<file path="src/rtl/qenc_pkg.sv">
package qenc_pkg;
  localparam int ADDR_CTRL   = 0;
  localparam int ADDR_MODE   = 1;
  localparam int ADDR_COUNT  = 2;
  localparam int ADDR_PRESET = 3;

  localparam int BIT_EN      = 0;
  localparam int BIT_DIR     = 4;
  localparam int BIT_PRELOAD = 7;

  localparam logic [2:0] MODE_ONA  = 3'd1;
  localparam logic [2:0] MODE_ONB  = 3'd2;
  localparam logic [2:0] MODE_QUAD = 3'd3;

  typedef struct packed {
    logic stepUp;
    logic stepDown;
    logic cntWrite;
    logic presetWrite;
    logic preloadOn;
  } qenc_strobe_t;
endpackage

</file>
<file path="src/rtl/qenc_input_sync.sv">
module qenc_input_sync #(
  parameter int STAGES = 2
) (
  input  logic       clk,
  input  logic       rstN,
  input  logic [1:0] rawIn,
  output logic [1:0] syncOut,
  output logic [1:0] prevOut
);
  for (genvar ch = 0; ch < 2; ch++) begin : g_chan
    logic [STAGES-1:0] pipe;
    logic              prevQ;
    always_ff @(posedge clk or negedge rstN) begin
      if (!rstN) begin
        pipe  <= '0;
        prevQ <= 1'b0;
      end else begin
        pipe  <= {pipe[STAGES-2:0], rawIn[ch]};
        prevQ <= pipe[STAGES-1];
      end
    end
    assign syncOut[ch] = pipe[STAGES-1];
    assign prevOut[ch] = prevQ;
  end
endmodule

</file>
<file path="src/rtl/qenc_ctrl.sv">
module qenc_ctrl
  import qenc_pkg::*;
#(
  parameter int W = 16
) (
  input  logic         clk,
  input  logic         rstN,
  input  logic [1:0]   syncIn,
  input  logic [1:0]   prevIn,
  input  logic         wrEn,
  input  logic [1:0]   wrAddr,
  input  logic [W-1:0] wrData,
  output qenc_strobe_t strobes,
  output logic         ctrlEn,
  output logic         ctrlDir,
  output logic         ctrlPreload,
  output logic [2:0]   modeSel
);
  logic curA, curB, oldA, oldB;
  logic chgA, chgB;
  logic rawStep, rawDown;
  logic ctrlWr, modeWr;

  assign curA = syncIn[0];
  assign curB = syncIn[1];
  assign oldA = prevIn[0];
  assign oldB = prevIn[1];
  assign chgA = curA ^ oldA;
  assign chgB = curB ^ oldB;

  always_comb begin
    rawStep = 1'b0;
    rawDown = 1'b0;
    unique case (modeSel)
      MODE_ONA: begin
        rawStep = chgA;
        rawDown = curB;
      end
      MODE_ONB: begin
        rawStep = chgB;
        rawDown = curA;
      end
      MODE_QUAD: begin
        rawStep = chgA ^ chgB;
        rawDown = chgA ? (oldA != oldB) : (oldA == oldB);
      end
      default: begin
        rawStep = 1'b0;
        rawDown = 1'b0;
      end
    endcase
  end

  assign ctrlWr = wrEn && (wrAddr == 2'(ADDR_CTRL));
  assign modeWr = wrEn && (wrAddr == 2'(ADDR_MODE));

  assign strobes.stepUp      = ctrlEn && rawStep && !rawDown;
  assign strobes.stepDown    = ctrlEn && rawStep && rawDown;
  assign strobes.cntWrite    = wrEn && (wrAddr == 2'(ADDR_COUNT));
  assign strobes.presetWrite = wrEn && (wrAddr == 2'(ADDR_PRESET));
  assign strobes.preloadOn   = ctrlPreload;

  always_ff @(posedge clk or negedge rstN) begin
    if (!rstN) begin
      ctrlEn      <= 1'b0;
      ctrlDir     <= 1'b0;
      ctrlPreload <= 1'b0;
      modeSel     <= 3'd0;
    end else begin
      if (ctrlWr) begin
        ctrlEn      <= wrData[BIT_EN];
        ctrlPreload <= wrData[BIT_PRELOAD];
      end
      if (ctrlWr)                ctrlDir <= wrData[BIT_DIR];
      else if (strobes.stepUp)   ctrlDir <= 1'b0;
      else if (strobes.stepDown) ctrlDir <= 1'b1;
      if (modeWr) modeSel <= wrData[2:0];
    end
  end
endmodule

</file>
<file path="src/rtl/qenc_datapath.sv">
module qenc_datapath
  import qenc_pkg::*;
#(
  parameter int W = 16
) (
  input  logic         clk,
  input  logic         rstN,
  input  qenc_strobe_t strobes,
  input  logic [W-1:0] wrData,
  output logic [W-1:0] countVal,
  output logic [W-1:0] presetAct,
  output logic [W-1:0] presetBuf,
  output logic         eventOut
);
  localparam logic [W-1:0] ZERO = '0;
  localparam logic [W-1:0] ONE  = W'(1);

  logic wrapUp, wrapDown, wrapNow;

  assign wrapUp   = strobes.stepUp && (countVal >= presetAct);
  assign wrapDown = strobes.stepDown && (countVal == ZERO);
  assign wrapNow  = !strobes.cntWrite && (wrapUp || wrapDown);

  always_ff @(posedge clk or negedge rstN) begin
    if (!rstN) begin
      countVal <= '0;
      eventOut <= 1'b0;
    end else begin
      eventOut <= wrapNow;
      if (strobes.cntWrite)      countVal <= wrData;
      else if (wrapUp)           countVal <= ZERO;
      else if (wrapDown)         countVal <= presetAct;
      else if (strobes.stepUp)   countVal <= countVal + ONE;
      else if (strobes.stepDown) countVal <= countVal - ONE;
    end
  end

  always_ff @(posedge clk or negedge rstN) begin
    if (!rstN) begin
      presetAct <= '1;
      presetBuf <= '1;
    end else begin
      if (strobes.presetWrite) presetBuf <= wrData;
      if (strobes.presetWrite && !strobes.preloadOn) presetAct <= wrData;
      else if (wrapNow)                              presetAct <= presetBuf;
    end
  end
endmodule

</file>
<file path="src/rtl/qenc_counter.sv">
module qenc_counter
  import qenc_pkg::*;
#(
  parameter int W = 16
) (
  input  logic         clk,
  input  logic         rstN,
  input  logic         encA,
  input  logic         encB,
  input  logic         wrEn,
  input  logic [1:0]   wrAddr,
  input  logic [W-1:0] wrData,
  input  logic [1:0]   rdAddr,
  output logic [W-1:0] rdData,
  output logic         eventOut
);
  logic [1:0]   syncAB, prevAB;
  qenc_strobe_t strobes;
  logic         ctrlEn, ctrlDir, ctrlPreload;
  logic [2:0]   modeSel;
  logic [W-1:0] countVal, presetAct, presetBuf;

  qenc_input_sync #(.STAGES(2)) i_sync (
    .clk(clk), .rstN(rstN), .rawIn({encB, encA}),
    .syncOut(syncAB), .prevOut(prevAB)
  );

  qenc_ctrl #(.W(W)) i_ctrl (
    .clk(clk), .rstN(rstN), .syncIn(syncAB), .prevIn(prevAB),
    .wrEn(wrEn), .wrAddr(wrAddr), .wrData(wrData), .strobes(strobes),
    .ctrlEn(ctrlEn), .ctrlDir(ctrlDir), .ctrlPreload(ctrlPreload),
    .modeSel(modeSel)
  );

  qenc_datapath #(.W(W)) i_dp (
    .clk(clk), .rstN(rstN), .strobes(strobes), .wrData(wrData),
    .countVal(countVal), .presetAct(presetAct), .presetBuf(presetBuf),
    .eventOut(eventOut)
  );

  always_comb begin
    rdData = '0;
    unique case (rdAddr)
      2'(ADDR_CTRL): begin
        rdData[BIT_EN]      = ctrlEn;
        rdData[BIT_DIR]     = ctrlDir;
        rdData[BIT_PRELOAD] = ctrlPreload;
      end
      2'(ADDR_MODE):  rdData[2:0] = modeSel;
      2'(ADDR_COUNT): rdData = countVal;
      default:        rdData = presetBuf;
    endcase
  end
endmodule

</file>
<file path="config.mk">
export PLATFORM = sky130hd
export DESIGN_NAME = qenc_counter
export DESIGN_NICKNAME = d
export VERILOG_FILES = /design/src/rtl/qenc_pkg.sv /design/src/rtl/qenc_input_sync.sv /design/src/rtl/qenc_ctrl.sv /design/src/rtl/qenc_datapath.sv /design/src/rtl/qenc_counter.sv
export SDC_FILE = /design/constraint.sdc
export NUM_CORES = 1
export LEC_CHECK = 0
export BUFFER_PORTS_ARGS = -buffer_cell sky130_fd_sc_hd__buf_2
export CAP_MARGIN = 20
export CORE_MARGIN = 4
export CORE_UTILIZATION = 61
export CTS_BUF_LIST = sky130_fd_sc_hd__clkbuf_4 sky130_fd_sc_hd__clkbuf_8
export CTS_CLUSTER_DIAMETER = 30
export DETAILED_ROUTE_END_ITERATION = 12
export GPL_TIMING_DRIVEN = 0
export PLACE_DENSITY = 0.82
export SLEW_MARGIN = 0
export SYNTH_ARGS = -nofsm -noshare
export SYNTH_HDL_FRONTEND = slang
export SYNTH_SLANG_ARGS = --single-unit
</file>
<file path="constraint.sdc">
create_clock -name clk -period 4.6 [get_ports clk]
set_input_delay 0.69 -clock clk [delete_from_list [all_inputs] [get_ports clk]]
set_output_delay 0.69 -clock clk [all_outputs]
set_load 0.02 [all_outputs]
</file>
* Word level (Yosys, flattened, before mapping)
Cells that the tools add are included.
** Storage, ports and cells
- Word-level logic and storage cells :: 70
- Flip-flop bits (word level) :: 61
- Output and inout bits :: 17
** Cells by class
- Reductions and logical operators :: 22
- Bitwise gates (word level) :: 3
- Order comparisons :: 1
- Add/sub/neg operators :: 2
- Muxes and demuxes :: 20
- Eq/ne operators :: 10
** Operators with widths (number)
- 16-bit 2-to-1 mux :: 7
- 16-bit by 1-bit adder with 16-bit output (second input constant) :: 1
- 16-bit greater-or-equal comparator :: 1
- 16-bit zero test :: 1
- 8-bit one-hot mux with 2 select lines :: 1
- 16-bit by 1-bit subtractor with 16-bit output (second input constant) :: 1
- 1-bit one-hot mux with 3 select lines :: 5
- 1-bit logical AND :: 11
- 2-bit == test (second input constant) :: 3
- 3-bit by 2-bit == test with 1-bit output (second input constant) :: 2
- 2-bit one-hot mux with 3 select lines :: 1
- 5-bit nonzero test :: 1
- 2-bit by 1-bit == test with 1-bit output (second input constant) :: 2
- 2-bit zero test :: 2
- 1-bit 2-to-1 mux :: 4
- 2-bit one-hot mux with 2 select lines :: 1
- 3-bit by 1-bit == test with 1-bit output (second input constant) :: 1
- 1-bit zero test :: 3
- 3-bit nonzero test :: 1
- 1-bit bitwise XOR :: 3
- 1-bit one-hot mux with 2 select lines :: 1
- 2-bit nonzero test :: 1
- 2-bit OR reduction :: 1
- 1-bit == test :: 1
- other kinds (2) :: 2

* Logic depth before layout (Yosys ltp)
Gate-level depths: netlist of the first run.
- Word-level depth :: 10
- Depth in mapped cells :: 13
- Mapped depth without buffers :: 13

* Cells and area by module
A second synthesis of the first run with hierarchy kept.
** Second synthesis, totals
- Cells, all modules :: 441
- Area total of the unflattened synthesis :: 4334.2 um2
** By module, submodules not included
- qenc_datapath :: times used 1, area each 3429.5 um2, cells each 355
- qenc_ctrl :: times used 1, area each 395.4 um2, cells each 38
- qenc_counter :: times used 1, area each 329.1 um2, cells each 38
- qenc_input_sync :: times used 1, area each 180.2 um2, cells each 10

* Worst setup path after synthesis of the first run
Ideal clock, no wire load.
- Kind :: register to register
- Start point :: reg i_sync.g_chan[1].pipe[1]
- End point :: reg i_dp.countVal[15]
- Library setup time :: 0.120 ns
- Arrival time :: 3.332 ns
- Clock period less this slack :: 3.452 ns
- Stages on the path, launching flop included :: 14
- Path buffers :: 1
- Path slack :: 1.148 ns
- Cells stage by stage :: dfrtp_1 -> xor2_1 -> a211oi_2 -> o21a_1 -> nand2_1 -> ha_1 -> buf_6 -> a211o_1 -> a211oi_2 -> a22oi_1 -> a211o_1 -> o31ai_4 -> xnor2_1 -> a31o_1
** On the way
- Longest elaborated chain between the ends :: 9
- Elaborated cells between the ends (all ways) :: 15
** RTL lines
- start, declared :: line qenc_input_sync.sv:11 : logic [STAGES-1:0] pipe;
- start signal, assigned :: line qenc_input_sync.sv:18 : pipe <= {pipe[STAGES-2:0], rawIn[ch]};
- 1-bit bitwise XOR :: line qenc_ctrl.sv:29 : assign chgB = curB ^ oldB;
- 1-bit bitwise XOR :: line qenc_ctrl.sv:44 : rawStep = chgA ^ chgB;
- 1-bit one-hot mux with 3 select lines :: line qenc_ctrl.sv:34 : unique case (modeSel)
- 1-bit logical AND :: line qenc_ctrl.sv:57, qenc_ctrl.sv:58
- 1-bit logical AND, on equally long branches :: line qenc_ctrl.sv:57, qenc_ctrl.sv:58
- 16-bit 2-to-1 mux or 1-bit logical AND (tied branches) :: line qenc_datapath.sv:33, qenc_datapath.sv:21
- 16-bit 2-to-1 mux :: line qenc_datapath.sv:32 : else if (wrapDown) countVal <= presetAct;
- 16-bit 2-to-1 mux :: line qenc_datapath.sv:31 : else if (wrapUp) countVal <= ZERO;
- 16-bit 2-to-1 mux :: line qenc_datapath.sv:30 : if (strobes.cntWrite) countVal <= wrData;
- end signal, assigned :: line qenc_datapath.sv:30
- end signal, assigned :: line qenc_datapath.sv:32
- end signal, assigned :: line qenc_datapath.sv:33 : else if (strobes.stepUp) countVal <= countVal + ONE;
- end, declared :: line qenc_datapath.sv:10 : output logic [W-1:0] countVal,
Parallel ways exist; a longest one is shown, timed or not.
A chain may end at the register's enable or synchronous reset.

* Final worst setup path of the first run
- Start point :: reg i_sync.g_chan[1].pipe[1]
- End point :: reg i_dp.countVal[14]
Same word-level chain as after synthesis.

==> run_summary.xml, run 1 <==
<?xml version="1.0" encoding="UTF-8"?>
<metrics>
  <group name="status">
    <metric name="result_of_the_run" unit="">finished clean</metric>
  </group>
  <group name="synth">
    <metric name="ys_warn_count" unit="">0</metric>
    <metric name="synth_top_area_share" unit="%">19.27</metric>
    <metric name="synthTopCellsByCount" unit="">sky130_fd_sc_hd__nor2_1, sky130_fd_sc_hd__a21oi_1, sky130_fd_sc_hd__dfstp_2, sky130_fd_sc_hd__o21ai_0, sky130_fd_sc_hd__ha_1</metric>
    <metric name="ys_seq_elements" unit="">61</metric>
    <metric name="synth_area_per_cell" unit="sq um">9.224</metric>
    <metric name="synthCells" unit="">473</metric>
    <metric name="yosys_most_used_dff" unit="">sky130_fd_sc_hd__dfstp_2</metric>
    <metric name="sequential_to_total_area_share_from_yosys_stat" unit="%">35.90</metric>
    <metric name="synth_most_common_cell" unit="">sky130_fd_sc_hd__nor2_1</metric>
    <metric name="synth_fp_nets" unit="">530</metric>
    <metric name="yosys_top_cell_by_area" unit="">sky130_fd_sc_hd__dfstp_2</metric>
    <metric name="synth_edf_count" unit="">0</metric>
    <metric name="synth.distinct_cells" unit="">60</metric>
    <metric name="ys_async_sr_fraction" unit="%">100.0</metric>
    <metric name="yosys-top-cells-area" unit="">sky130_fd_sc_hd__dfstp_2, sky130_fd_sc_hd__dfrtp_1, sky130_fd_sc_hd__ha_1</metric>
    <metric name="post_synth_instance_area" unit="sq mm">0.004363</metric>
  </group>
  <group name="floorplanning">
    <metric name="fp.dieW" unit="um">92.57</metric>
    <metric name="die_boundary_height" unit="um">92.57</metric>
    <metric name="placementRows" unit="">30</metric>
    <metric name="top_level_ports" unit="">42</metric>
    <metric name="die-area" unit="sq mm">0.008569</metric>
    <metric name="core_region_area" unit="sq mm">0.006869</metric>
    <metric name="start_util" unit="%">63.52</metric>
  </group>
  <group name="power">
    <metric name="power_leakage" unit="nW">2.167</metric>
    <metric name="vdd.ir_drop.worst" unit="uV">383.4</metric>
    <metric name="power_per_cell_area" unit="mW/mm^2">690.4</metric>
    <metric name="p_sw" unit="mW">1.511</metric>
    <metric name="p_comb_share" unit="%">53.0</metric>
    <metric name="internal_power" unit="mW">1.890</metric>
    <metric name="share_seq_of_total_power" unit="%">30.8</metric>
    <metric name="fraction_of_power_spent_switching_nets" unit="%">44.43</metric>
    <metric name="proportion_of_power_drawn_by_the_clock_network" unit="%">16.3</metric>
  </group>
  <group name="job">
    <metric name="timing.max_cap.violations" unit="">0</metric>
  </group>
  <group name="global_routing">
    <metric name="grt_max_degree" unit="">37</metric>
    <metric name="number_of_global_route_vias_before_repair" unit="">3985</metric>
    <metric name="gr-total-overflow" unit="">0</metric>
    <metric name="combined_global_route_utilization_of_all_metal_layers" unit="%">30.36</metric>
    <metric name="antenna_found_initial" unit="">0</metric>
    <metric name="grt_first_pass_wirelength" unit="mm">20.24</metric>
  </group>
  <group name="cts">
    <metric name="postCtsSetupRepairBufs" unit="">0</metric>
    <metric name="cts_inserted_buffers" unit="">9</metric>
    <metric name="tritoncts" unit="">done</metric>
    <metric name="post_cts.resized_instances" unit="">0</metric>
    <metric name="clk_latency" unit="ps">350</metric>
    <metric name="clock-root-buffer" unit="">sky130_fd_sc_hd__clkbuf_8</metric>
    <metric name="clockBufferDepth" unit="">2</metric>
    <metric name="cts.htree.levels" unit="">3</metric>
    <metric name="cts.sink_count" unit="">61</metric>
    <metric name="cts_hold_buf" unit="">0</metric>
    <metric name="clk_transition_reported_paths" unit="ps">70</metric>
  </group>
  <group name="sta">
    <metric name="setup_viol" unit="">0</metric>
    <metric name="fin_crit_sh" unit="%">88.02</metric>
    <metric name="hold_viol" unit="">0</metric>
    <metric name="crit_path_time_final" unit="ps">4049</metric>
    <metric name="timing_max_transition_violations_final" unit="">0</metric>
    <metric name="timing_worst_slew_pin_value" unit="ps">743.0</metric>
    <metric name="final.hold.worst_slack" unit="ps">340.7</metric>
    <metric name="max-slew-margin-rel" unit="%">50.35</metric>
    <metric name="clock.fmax" unit="GHz">0.2470</metric>
    <metric name="final.setup.tns" unit="ps">0</metric>
    <metric name="rsz0062_at_grt" unit="">no</metric>
    <metric name="worst_clock_skew" unit="ps">10.45</metric>
  </group>
  <group name="worst_setup_path">
    <metric name="crit_fanout" unit="">19</metric>
    <metric name="path_class" unit="">reg2reg</metric>
    <metric name="critical_path.endpoint_type" unit="">flop</metric>
    <metric name="crit_buf_inv" unit="">0</metric>
    <metric name="crit_required" unit="ps">4840</metric>
    <metric name="max_stage_delay" unit="ps">540</metric>
    <metric name="critical_path.slowest_cell" unit="">sky130_fd_sc_hd__ha_1</metric>
    <metric name="arrival" unit="ps">4290</metric>
    <metric name="cp_cell_sequence" unit="">xor2_1, a211oi_2, o21a_1, nand2_1, ha_1, nor2b_1, o31a_1, a211oi_1, nor3b_1, o2111ai_1, o211ai_1, a221o_1</metric>
    <metric name="timing.critical_path.max_delay_family" unit="">compound AO/OA/AOI/OAI gates</metric>
    <metric name="critPathLaunchType" unit="">flop</metric>
  </group>
  <group name="cells_and_area">
    <metric name="fin_util" unit="%">71.73</metric>
    <metric name="area_growth" unit="%">12.93</metric>
    <metric name="drive_gt1_share" unit="%">25.33</metric>
    <metric name="n_antenna_cell" unit="">0</metric>
    <metric name="finish.instance_area" unit="sq mm">0.004927</metric>
    <metric name="nets" unit="">581</metric>
  </group>
  <group name="place">
    <metric name="placedInstanceArea" unit="sq mm">0.004698</metric>
    <metric name="gp_congestion" unit="">0.8919</metric>
    <metric name="buffer_ports.inserted" unit="">39</metric>
    <metric name="dp_hpwl" unit="mm">9.414</metric>
  </group>
  <group name="worst_hold_path">
    <metric name="hold_path_class" unit="">in2async</metric>
  </group>
  <group name="route">
    <metric name="vias" unit="">4050</metric>
    <metric name="route.detailed.wl_per_inst" unit="um">19.85</metric>
    <metric name="first_iter_violations" unit="">485</metric>
    <metric name="routed_wirelength" unit="mm">12.41</metric>
    <metric name="drt-vias-per-instance" unit="">6.480</metric>
    <metric name="drt-pass1-iter-count" unit="">7</metric>
    <metric name="drt_drc_violations_left" unit="">0</metric>
    <metric name="detail-route-antenna-nets" unit="">0</metric>
  </group>
</metrics>
[flip-flops by register name, summed over array words and instances (netlist names), 2 cells and up]
name	count
i_sync.g_chan.pipe	4
i_sync.g_chan.prevQ	2
i_ctrl.modeSel	3
i_dp.presetAct	16
i_dp.presetBuf	16
i_dp.countVal	16
[power groups by stage]
stage / Combinational [mW] / Sequential [mW] / Clock [mW]
2_1_floorplan: 1.36 / 0.927 / 0
3_3_place_gp: 1.65 / 1.02 / 0
3_5_place_dp: 1.75 / 1.04 / 0
4_1_cts: 1.77 / 1.03 / 0.555
5_1_grt: 1.98 / 1.07 / 0.580
6_report: 1.80 / 1.05 / 0.553
[cells by family after synthesis]
kind of cell	share of synthesized area [%]
buffers and inverters	4.330
AOI/OAI and AO/OA	24.09
adders and majority gates	9.349
DFF	35.90
xor gates and xnor gates	2.409
muxes	10.21
and+or+nand+nor	13.71
[per-stage QoR]
stage / total power, mW / worst slack [ps] / std cells
global placement: 2.673 / 685.8 / 608
detailed placement: 2.784 / 594.8 / 609
global route: 3.629 / 239.9 / 625
CTS: 3.359 / 571.5 / 625
floorplan: 2.285 / 1148 / 473
finish: 3.402 / 550.9 / 625
[layout by cell type, fill, tap and decap left out, types with 3 or more instances in the layout]
cell type / netlist / layout
sky130_fd_sc_hd__a211oi_1: 6 / 6
sky130_fd_sc_hd__nor4_1: 4 / 4
sky130_fd_sc_hd__a21oi_1: 42 / 42
sky130_fd_sc_hd__dfrtp_1: 29 / 29
sky130_fd_sc_hd__nor2b_1: 19 / 19
sky130_fd_sc_hd__o21a_1: 4 / 4
sky130_fd_sc_hd__and3_1: 3 / 3
sky130_fd_sc_hd__a211oi_2: 4 / 4
sky130_fd_sc_hd__o21ai_0: 32 / 32
sky130_fd_sc_hd__clkbuf_1: 14 / 14
sky130_fd_sc_hd__xnor2_1: 5 / 5
sky130_fd_sc_hd__a22o_1: 6 / 6
sky130_fd_sc_hd__nand3b_1: 3 / 3
sky130_fd_sc_hd__a21o_1: 6 / 6
sky130_fd_sc_hd__clkbuf_8: 0 / 11
sky130_fd_sc_hd__mux2i_1: 13 / 13
sky130_fd_sc_hd__mux2_2: 26 / 26
sky130_fd_sc_hd__buf_2: 4 / 43
sky130_fd_sc_hd__o31ai_1: 4 / 4
sky130_fd_sc_hd__dfstp_2: 32 / 32
sky130_fd_sc_hd__nand2_1: 26 / 26
sky130_fd_sc_hd__a31oi_1: 18 / 18
sky130_fd_sc_hd__xor2_1: 7 / 7
sky130_fd_sc_hd__ha_1: 31 / 31
sky130_fd_sc_hd__nand3_1: 7 / 7
sky130_fd_sc_hd__o22ai_1: 4 / 4
sky130_fd_sc_hd__inv_1: 23 / 23
sky130_fd_sc_hd__nor3_1: 4 / 4
sky130_fd_sc_hd__nand4_1: 3 / 3
sky130_fd_sc_hd__nor2_1: 46 / 46
sky130_fd_sc_hd__a211o_1: 3 / 3
sky130_fd_sc_hd__o211ai_1: 5 / 5
[cell type report]
type                    count  area (sq um)
repair buffers             40         215.2
well taps                  96         120.1
multi-input cells         367          2608
clock inverters             4         70.07
flip-flops and latches     61          1567
inverters                  23         86.33
clock buffers              12         158.9
plain buffers              22         102.6
fillers                   492          1942
[path summary, 6_finish.rpt]
check,start,to,slack (ps),cells after the start
max in group asynchronous,rstN,i_dp.presetBuf[12],3590,2
max,i_sync.g_chan[1].pipe[1],i_dp.countVal[14],550,12
max reg2reg,i_sync.g_chan[1].pipe[1],i_dp.countVal[14],550,12
min in group clk,i_sync.g_chan[1].pipe[0],i_sync.g_chan[1].pipe[1],350,0
min,rstN,i_ctrl.modeSel[0],340,1
min reg2reg,i_sync.g_chan[1].pipe[0],i_sync.g_chan[1].pipe[1],350,0
[layer usage]
metal,GRT usage [%],vias to the layer above,share of wire [%]
met3,4.549,33,9.1
met1,41.08,1931,41
met4,12.13,0,2.6
met5,0,-,0
li1,-,1844,-
met2,49.00,242,47
Power figures use the tool's default switching activity.
==> run 2, diff against run 1 <==
Settings changed: ABC_AREA set to 1, PLACE_DENSITY 0.82 to not set, PLACE_DENSITY_LB_ADDON set to 0.08.
==> run 2 against run 1 <==
Flip-flop and latch count unchanged. Via count increased by 16%. Clock power decreased by 23%. Sequential share of layout area decreased by 2.2 points. Hold slack improved by 19 ps. Cell area increased by 7.4%. First-iteration DRC count decreased by 29%. Count of clock-buffer cells in the layout decreased by 2. Critical path depth increased by 3. Synthesized cell count increased by 40%.
==> run_summary.xml, run 2 <==
<?xml version="1.0" encoding="UTF-8"?>
<metrics>
  <group name="cells_and_area">
    <metric name="final_common_cell" unit="">sky130_fd_sc_hd__nand2_1</metric>
    <metric name="area_growth" unit="%">10.88</metric>
    <metric name="drive_gt1_share" unit="%">22.47</metric>
    <metric name="reg_top3" unit="">i_dp.countVal x16, i_dp.presetAct x16, i_dp.presetBuf x16</metric>
    <metric name="final_cells" unit="">820</metric>
    <metric name="n_antenna_cell" unit="">0</metric>
    <metric name="nets" unit="">773</metric>
    <metric name="most-common-layout-cells" unit="">sky130_fd_sc_hd__nand2_1, sky130_fd_sc_hd__inv_1, sky130_fd_sc_hd__nor2_1</metric>
  </group>
  <group name="sta">
    <metric name="fin_crit_sh" unit="%">68.14</metric>
    <metric name="hold_viol" unit="">0</metric>
    <metric name="setup_viol" unit="">0</metric>
    <metric name="rsz0062_at_grt" unit="">no</metric>
    <metric name="clock.fmax" unit="GHz">0.3190</metric>
    <metric name="max-slew-margin-rel" unit="%">38.87</metric>
    <metric name="timing.final.ws_setup" unit="ps">1466</metric>
    <metric name="timing_worst_slew_pin_value" unit="ps">911.9</metric>
    <metric name="final.setup.tns" unit="ps">0</metric>
    <metric name="timing_max_transition_violations_final" unit="">0</metric>
    <metric name="crit_path_time_final" unit="ps">3134</metric>
    <metric name="worst_clock_skew" unit="ps">6.287</metric>
  </group>
  <group name="worst_setup_path">
    <metric name="cp_cell_sequence" unit="">a21oi_1, nor2_2, nor2_8, nand3_4, ha_1, nand2_1, o21ai_0, nand3_1, nand2_1, nand2_1, nand2_1, nand2_1, nand3_1, nand3_1, a21oi_2</metric>
    <metric name="max_stage_delay" unit="ps">480</metric>
    <metric name="worst_setup_path_endpoint" unit="">i_dp.countVal[14]</metric>
    <metric name="critical_path.endpoint_type" unit="">flop</metric>
    <metric name="timing.rr.end" unit="">i_dp.countVal[14]</metric>
    <metric name="critPathLaunchType" unit="">flop</metric>
    <metric name="critPathLaunch" unit="">i_ctrl.modeSel[0]</metric>
    <metric name="r2r_cells" unit="">15</metric>
    <metric name="crit_fanout" unit="">20</metric>
    <metric name="arrival" unit="ps">3420</metric>
    <metric name="critical_path.slowest_cell" unit="">sky130_fd_sc_hd__ha_1</metric>
    <metric name="crit_required" unit="ps">4880</metric>
    <metric name="reg2reg_setup_slack" unit="ps">1470</metric>
    <metric name="path_class" unit="">reg2reg</metric>
    <metric name="cp_common_cell" unit="">sky130_fd_sc_hd__nand2_1</metric>
    <metric name="timing.rr.start" unit="">i_ctrl.modeSel[0]</metric>
  </group>
  <group name="power">
    <metric name="p_sw" unit="mW">1.537</metric>
    <metric name="power_leakage" unit="nW">2.725</metric>
    <metric name="power_per_cell_area" unit="mW/mm^2">605.7</metric>
    <metric name="internal_power" unit="mW">1.668</metric>
    <metric name="fraction_of_power_spent_switching_nets" unit="%">47.95</metric>
    <metric name="share_seq_of_total_power" unit="%">30.3</metric>
    <metric name="proportion_of_power_drawn_by_the_clock_network" unit="%">13.3</metric>
    <metric name="vdd.ir_drop.worst" unit="uV">348.6</metric>
    <metric name="p_comb_share" unit="%">56.4</metric>
  </group>
  <group name="route">
    <metric name="route.detailed.wl_per_inst" unit="um">16.43</metric>
    <metric name="routed_wirelength" unit="mm">13.48</metric>
    <metric name="vias" unit="">4685</metric>
    <metric name="drt_drc_violations_left" unit="">0</metric>
    <metric name="detail-route-antenna-nets" unit="">0</metric>
    <metric name="detail_route.wirelength.met1" unit="mm">5.545</metric>
    <metric name="drt-vias-per-instance" unit="">5.713</metric>
    <metric name="wl_met3" unit="um">972</metric>
    <metric name="highest_layer" unit="">met4</metric>
    <metric name="drt-pass1-iter-count" unit="">5</metric>
    <metric name="wl_met2" unit="mm">6.343</metric>
    <metric name="first_iter_violations" unit="">342</metric>
  </group>
  <group name="global_routing">
    <metric name="antenna_found_initial" unit="">0</metric>
    <metric name="combined_global_route_utilization_of_all_metal_layers" unit="%">31.34</metric>
    <metric name="gr-total-overflow" unit="">0</metric>
    <metric name="grt_first_pass_wirelength" unit="mm">22.04</metric>
    <metric name="number_of_global_route_vias_before_repair" unit="">4653</metric>
    <metric name="grt_max_degree" unit="">35</metric>
  </group>
  <group name="place">
    <metric name="place_ws" unit="ps">1577</metric>
    <metric name="gp_congestion" unit="">0.9340</metric>
    <metric name="dp_hpwl" unit="mm">10.49</metric>
    <metric name="number_of_placed_instances_with_taps_included" unit="">804</metric>
    <metric name="buffer_ports.inserted" unit="">41</metric>
  </group>
  <group name="floorplanning">
    <metric name="start_util" unit="%">64.41</metric>
    <metric name="top_level_ports" unit="">42</metric>
    <metric name="fp.dieW" unit="um">96.45</metric>
    <metric name="die_boundary_height" unit="um">96.45</metric>
    <metric name="placementRows" unit="">31</metric>
    <metric name="core_region_area" unit="sq mm">0.007408</metric>
    <metric name="die-area" unit="sq mm">0.009303</metric>
  </group>
  <group name="synth">
    <metric name="synth_most_common_cell" unit="">sky130_fd_sc_hd__nand2_1</metric>
    <metric name="synthTopCellsByCount" unit="">sky130_fd_sc_hd__nand2_1, sky130_fd_sc_hd__inv_1, sky130_fd_sc_hd__nor2_1</metric>
    <metric name="synthCells" unit="">663</metric>
    <metric name="ys_seq_elements" unit="">61</metric>
    <metric name="ys_warn_count" unit="">0</metric>
    <metric name="yosys-top-cells-area" unit="">sky130_fd_sc_hd__dfstp_2, sky130_fd_sc_hd__nand2_1, sky130_fd_sc_hd__dfrtp_1</metric>
    <metric name="synth_top_area_share" unit="%">17.62</metric>
    <metric name="yosys_top_cell_by_area" unit="">sky130_fd_sc_hd__dfstp_2</metric>
    <metric name="synth_fp_nets" unit="">720</metric>
    <metric name="post_synth_instance_area" unit="sq mm">0.004772</metric>
    <metric name="synth.distinct_cells" unit="">42</metric>
    <metric name="synth_edf_count" unit="">0</metric>
    <metric name="sequential_to_total_area_share_from_yosys_stat" unit="%">32.83</metric>
    <metric name="ys_async_sr_fraction" unit="%">100.0</metric>
    <metric name="yosys_most_used_dff" unit="">sky130_fd_sc_hd__dfstp_2</metric>
    <metric name="synth_area_per_cell" unit="sq um">7.198</metric>
  </group>
  <group name="cts">
    <metric name="clockBufferDepth" unit="">2</metric>
    <metric name="clock-root-buffer" unit="">sky130_fd_sc_hd__clkbuf_8</metric>
    <metric name="clk_latency" unit="ps">350</metric>
    <metric name="post_cts.resized_instances" unit="">0</metric>
    <metric name="cts.sink_count" unit="">61</metric>
    <metric name="tritoncts" unit="">done</metric>
    <metric name="cts.htree.levels" unit="">3</metric>
    <metric name="postCtsSetupRepairBufs" unit="">0</metric>
    <metric name="cts_inserted_buffers" unit="">9</metric>
    <metric name="clk_transition_reported_paths" unit="ps">70</metric>
    <metric name="cts_hold_buf" unit="">0</metric>
  </group>
  <group name="status">
    <metric name="result_of_the_run" unit="">finished clean</metric>
  </group>
  <group name="worst_hold_path">
    <metric name="hold_path_class" unit="">reg2reg</metric>
  </group>
  <group name="job">
    <metric name="timing.max_cap.violations" unit="">0</metric>
  </group>
</metrics>
==> run 2: cell count changes after synthesis, sizes merged, moves of 11 or more <==
cell    change
nand2     +177
inv        +75
o21ai      +39
nand3      +33
mux2       -26
nor2       +22
nor2b      -19
a31oi      -18
mux2i      -13
clkbuf     -11
==> run 2: power by group through the flow <==
stage / Sequential (mW) / Combinational [mW] / Clock, mW
CTS: 0.965 / 1.79 / 0.431
global placement: 0.966 / 1.72 / 0
floorplan: 0.911 / 1.38 / 0
finish: 0.970 / 1.81 / 0.428
global route: 0.993 / 2.06 / 0.461
detailed placement: 0.972 / 1.78 / 0
==> run 2: how the worst min path moves through the flow <==
stage,slack (ps),from,endpoint,cells past startpoint
3_5_place_dp,350,i_sync.g_chan[1].pipe[0],i_sync.g_chan[1].pipe[1],0
5_1_grt,370,i_sync.g_chan[1].pipe[0],i_sync.g_chan[1].pipe[1],0
2_1_floorplan,330,i_sync.g_chan[0].pipe[0],i_sync.g_chan[0].pipe[1],0
6_report,360,i_sync.g_chan[1].pipe[0],i_sync.g_chan[1].pipe[1],0
4_1_cts,360,i_sync.g_chan[1].pipe[0],i_sync.g_chan[1].pipe[1],0
3_3_place_gp,330,i_sync.g_chan[1].pipe[0],i_sync.g_chan[1].pipe[1],0
==> run 2: layer usage <==
metal | vias to the layer above | track usage, %
met5 | - | 0
met4 | 0 | 15.77
met3 | 61 | 5.655
met2 | 191 | 52.07
met1 | 2188 | 38.99
li1 | 2245 | -
==> run 2: final cells by class <==
type                       instances  area (sq um)
clock buffer                      10         131.4
timing repair buffer              42         225.2
buffer                            11         101.3
inverter                          99         379.1
sequential                        61          1567
multi-input combinational        492          2725
fill                             626          2117
clock inverter                     6         38.79
tap                               99         123.9
==> run 2: stage by stage <==
stage | area (sq um) | util (%) | hold slack (ps) | power (mW)
after detailed placement | 5121 | 69.13 | 345.6 | 2.752
after floorplan | 4772 | - | 331.2 | 2.293
after CTS | 5291 | 71.42 | 363.2 | 3.188
after global routing | 5291 | 71.42 | 371.9 | 3.513
after global placement | 5101 | 68.86 | 333.9 | 2.687
final | 5291 | 71.42 | 359.5 | 3.205
==> run 2: logic make-up after synthesis <==
group	share of synthesized area, %
xor+xnor	1.101
flops	32.83
simple gates	31.88
fa+ha+maj	8.547
compound gates	15.57
buf+inv	10.07
==> run 2: worst max-delay path, delay by kind of cell, from the launching register on <==
kind	cells	cell delay, ps
and+or+nand+nor	11	1370
adders and majority gates	1	480
AOI/OAI and AO/OA	3	760
DFF	1	450
==> run 3, diff against run 2 <==
Settings changed: ABC_AREA 1 to 0, CORE_UTILIZATION 61 to 56.
Clock period 4.6 ns to 2.65 ns, I/O delays scaled along.
==> run 3 against run 2 <==
The run now ends with negative setup slack left. Wire length is 2.4% lower. Via count is 13% lower. Cell area is 2.9% higher. Flip-flop and latch count stayed put. Global-route usage is 1.7 points lower. Critical path depth is 2 lower. Clock power is 110% higher.
==> run_summary.xml, run 3 (synthesized netlist as in run 1, its figures left out) <==
<?xml version="1.0" encoding="UTF-8"?>
<metrics>
  <group name="status">
    <metric name="result_of_the_run" unit="">finished, violations left</metric>
    <metric name="failing_checks" unit="">negative setup slack</metric>
  </group>
  <group name="cts">
    <metric name="cts.htree.levels" unit="">3</metric>
    <metric name="cts.sink_count" unit="">61</metric>
    <metric name="clk_transition_reported_paths" unit="ps">80</metric>
    <metric name="tritoncts" unit="">done</metric>
    <metric name="clk_latency" unit="ps">340</metric>
    <metric name="clockBufferDepth" unit="">2</metric>
    <metric name="clock-root-buffer" unit="">sky130_fd_sc_hd__clkbuf_8</metric>
    <metric name="cts_hold_buf" unit="">0</metric>
    <metric name="cts_inserted_buffers" unit="">9</metric>
  </group>
  <group name="route">
    <metric name="drt-pass1-iter-count" unit="">5</metric>
    <metric name="drt_drc_violations_left" unit="">0</metric>
    <metric name="detail-route-antenna-nets" unit="">0</metric>
    <metric name="first_iter_violations" unit="">475</metric>
    <metric name="routed_wirelength" unit="mm">13.15</metric>
    <metric name="route.detailed.wl_per_inst" unit="um">20.13</metric>
    <metric name="vias" unit="">4095</metric>
    <metric name="drt-vias-per-instance" unit="">6.271</metric>
  </group>
  <group name="cells_and_area">
    <metric name="fin_util" unit="%">73.47</metric>
    <metric name="n_antenna_cell" unit="">0</metric>
    <metric name="area_growth" unit="%">24.75</metric>
    <metric name="layout.filler_cells" unit="">567</metric>
    <metric name="most-common-layout-cells" unit="">sky130_fd_sc_hd__nor2_1, sky130_fd_sc_hd__buf_2, sky130_fd_sc_hd__a21oi_1</metric>
    <metric name="drive_gt1_share" unit="%">36.46</metric>
    <metric name="reg_top3" unit="">i_dp.countVal x16, i_dp.presetAct x16, i_dp.presetBuf x16</metric>
    <metric name="nets" unit="">606</metric>
  </group>
  <group name="worst_setup_path">
    <metric name="critPathLaunchType" unit="">flop</metric>
    <metric name="timing.rr.start" unit="">i_ctrl.modeSel[0]</metric>
    <metric name="path_class" unit="">reg2reg</metric>
    <metric name="critical_path.slowest_cell" unit="">sky130_fd_sc_hd__dfrtp_1</metric>
    <metric name="max_stage_delay" unit="ps">440</metric>
    <metric name="crit_fanout" unit="">6</metric>
    <metric name="cp_cell_sequence" unit="">buf_6, inv_2, o211a_1, o21a_4, nand2_8, ha_4, nor2b_4, o31a_1, a211oi_2, nor3b_2, o2111ai_1, o211ai_1, a221o_1</metric>
    <metric name="crit_required" unit="ps">2880</metric>
    <metric name="arrival" unit="ps">3290</metric>
    <metric name="critPathLaunch" unit="">i_ctrl.modeSel[0]</metric>
    <metric name="critical_path.endpoint_type" unit="">flop</metric>
  </group>
  <group name="global_routing">
    <metric name="number_of_global_route_vias_before_repair" unit="">4018</metric>
    <metric name="gr-total-overflow" unit="">0</metric>
    <metric name="grt_max_degree" unit="">41</metric>
    <metric name="antenna_found_initial" unit="">0</metric>
    <metric name="grt_first_pass_wirelength" unit="mm">20.73</metric>
    <metric name="combined_global_route_utilization_of_all_metal_layers" unit="%">29.61</metric>
  </group>
  <group name="sta">
    <metric name="timing_worst_slew_pin_value" unit="ps">692.1</metric>
    <metric name="clock.fmax" unit="GHz">0.3260</metric>
    <metric name="worst_clock_skew" unit="ps">10.42</metric>
    <metric name="max-slew-margin-rel" unit="%">53.86</metric>
    <metric name="fin_crit_sh" unit="%">115.8</metric>
    <metric name="setup_viol" unit="">12</metric>
    <metric name="final.setup.tns" unit="ps">-3384</metric>
    <metric name="crit_path_time_final" unit="ps">3068</metric>
    <metric name="timing.final.ws_setup" unit="ps">-417.8</metric>
    <metric name="hold_viol" unit="">0</metric>
    <metric name="timing_max_transition_violations_final" unit="">0</metric>
    <metric name="rsz0062_at_grt" unit="">yes</metric>
  </group>
  <group name="place">
    <metric name="gp_congestion" unit="">0.9437</metric>
    <metric name="buffer_ports.inserted" unit="">39</metric>
    <metric name="dp_hpwl" unit="mm">9.368</metric>
    <metric name="place_ws" unit="ps">-695.9</metric>
  </group>
  <group name="floorplanning">
    <metric name="core_region_area" unit="sq mm">0.007408</metric>
    <metric name="fp.dieW" unit="um">96.27</metric>
    <metric name="die_boundary_height" unit="um">96.27</metric>
    <metric name="die-area" unit="sq mm">0.009267</metric>
    <metric name="start_util" unit="%">58.89</metric>
    <metric name="placementRows" unit="">31</metric>
    <metric name="top_level_ports" unit="">42</metric>
  </group>
  <group name="job">
    <metric name="timing.max_cap.violations" unit="">0</metric>
  </group>
  <group name="power">
    <metric name="power_per_cell_area" unit="mW/mm^2">1236</metric>
    <metric name="power.total" unit="mW">6.726</metric>
    <metric name="power_leakage" unit="nW">2.337</metric>
    <metric name="vdd.ir_drop.worst" unit="uV">591.4</metric>
  </group>
  <group name="worst_hold_path">
    <metric name="hold_path_class" unit="">in2async</metric>
  </group>
</metrics>
## run 3: cell types whose count changed in the layout (fill, tap and decap cells not counted), moves of 15 or more
cell and delta:
sky130_fd_sc_hd__a31oi_1 +17, sky130_fd_sc_hd__buf_4 +24, sky130_fd_sc_hd__inv_1 -66, sky130_fd_sc_hd__mux2_2 +25, sky130_fd_sc_hd__nand2_1 -170, sky130_fd_sc_hd__nand3_1 -29
sky130_fd_sc_hd__nor2b_1 +15, sky130_fd_sc_hd__o21ai_0 -26
## run 3: worst paths after layout
check | to | slack [ps] | cells past startpoint
hold / removal | i_sync.g_chan[1].pipe[0] | 20 | 1
setup reg to reg | i_dp.countVal[14] | -420 | 13
hold reg to reg | i_sync.g_chan[0].pipe[1] | 350 | 0
max in group asynchronous | i_dp.presetBuf[4] | 1970 | 2
min in group clk | i_sync.g_chan[1].pipe[0] | 160 | 1
setup / recovery | i_dp.countVal[14] | -420 | 13
## run 3: metal layers
layer  vias up  global-route usage [%]  part of all wire (%)
li1       1892                       -                     -
met1      1973                   42.67                    44
met2       190                   46.06                    46
met3        40                   3.049                   6.9
met4         0                   10.66                   2.6
met5         -                       0                     0
## run 3: what timing repair did
item | 4_1_cts | 5_1_grt
endpoints found under the setup margin | 24 | 33
cloned | 1 | 1
resized for setup | 28 | 22
pin swaps | 19 | 18
setup buffers | 17 | 9
## run 3: final cells by class
type	count	area [sq um]	share of cell area, %
multi-input cells	368	2940	54.02
flip-flops and latches	61	1569	28.83
repair buffers	67	422.9	7.770
clock buffers	10	137.6	2.529
well taps	99	123.9	2.276
plain buffers	19	92.59	1.701
inverters	23	86.33	1.586
clock inverters	6	70.07	1.287
## run 3: metrics by stage
step / hold WS [ps] / instances / cell area [sq um]
2_1_floorplan: 101.9 / 473 / 4466
3_3_place_gp: 333.2 / 611 / 4785
5_1_grt: 43.18 / 653 / 5443
3_5_place_dp: 334.7 / 612 / 4805
4_1_cts: 25.88 / 643 / 5266
6_report: 20.86 / 653 / 5443
## run 3: where the power goes
| part | leakage, nW | switching [mW] | total, mW | internal, mW |
|---|---|---|---|---|
| clock network | 0.0955 | 0.414 | 0.880 | 0.466 |
| logic | 1.56 | 2.07 | 3.99 | 1.92 |
| registers | 0.684 | 0.480 | 1.85 | 1.37 |
| total | 2.34 | 2.97 | 6.73 | 3.76 |
## run 3: worst max-delay path: cells and delay by family, from the launching register on
family	cells	cell delay, ps
AO/OA/AOI/OAI	7	1750
flip-flops	1	440
buffers and inverters	2	170
adder cells (fa/ha/maj)	1	220
AND/OR/NAND/NOR	3	360
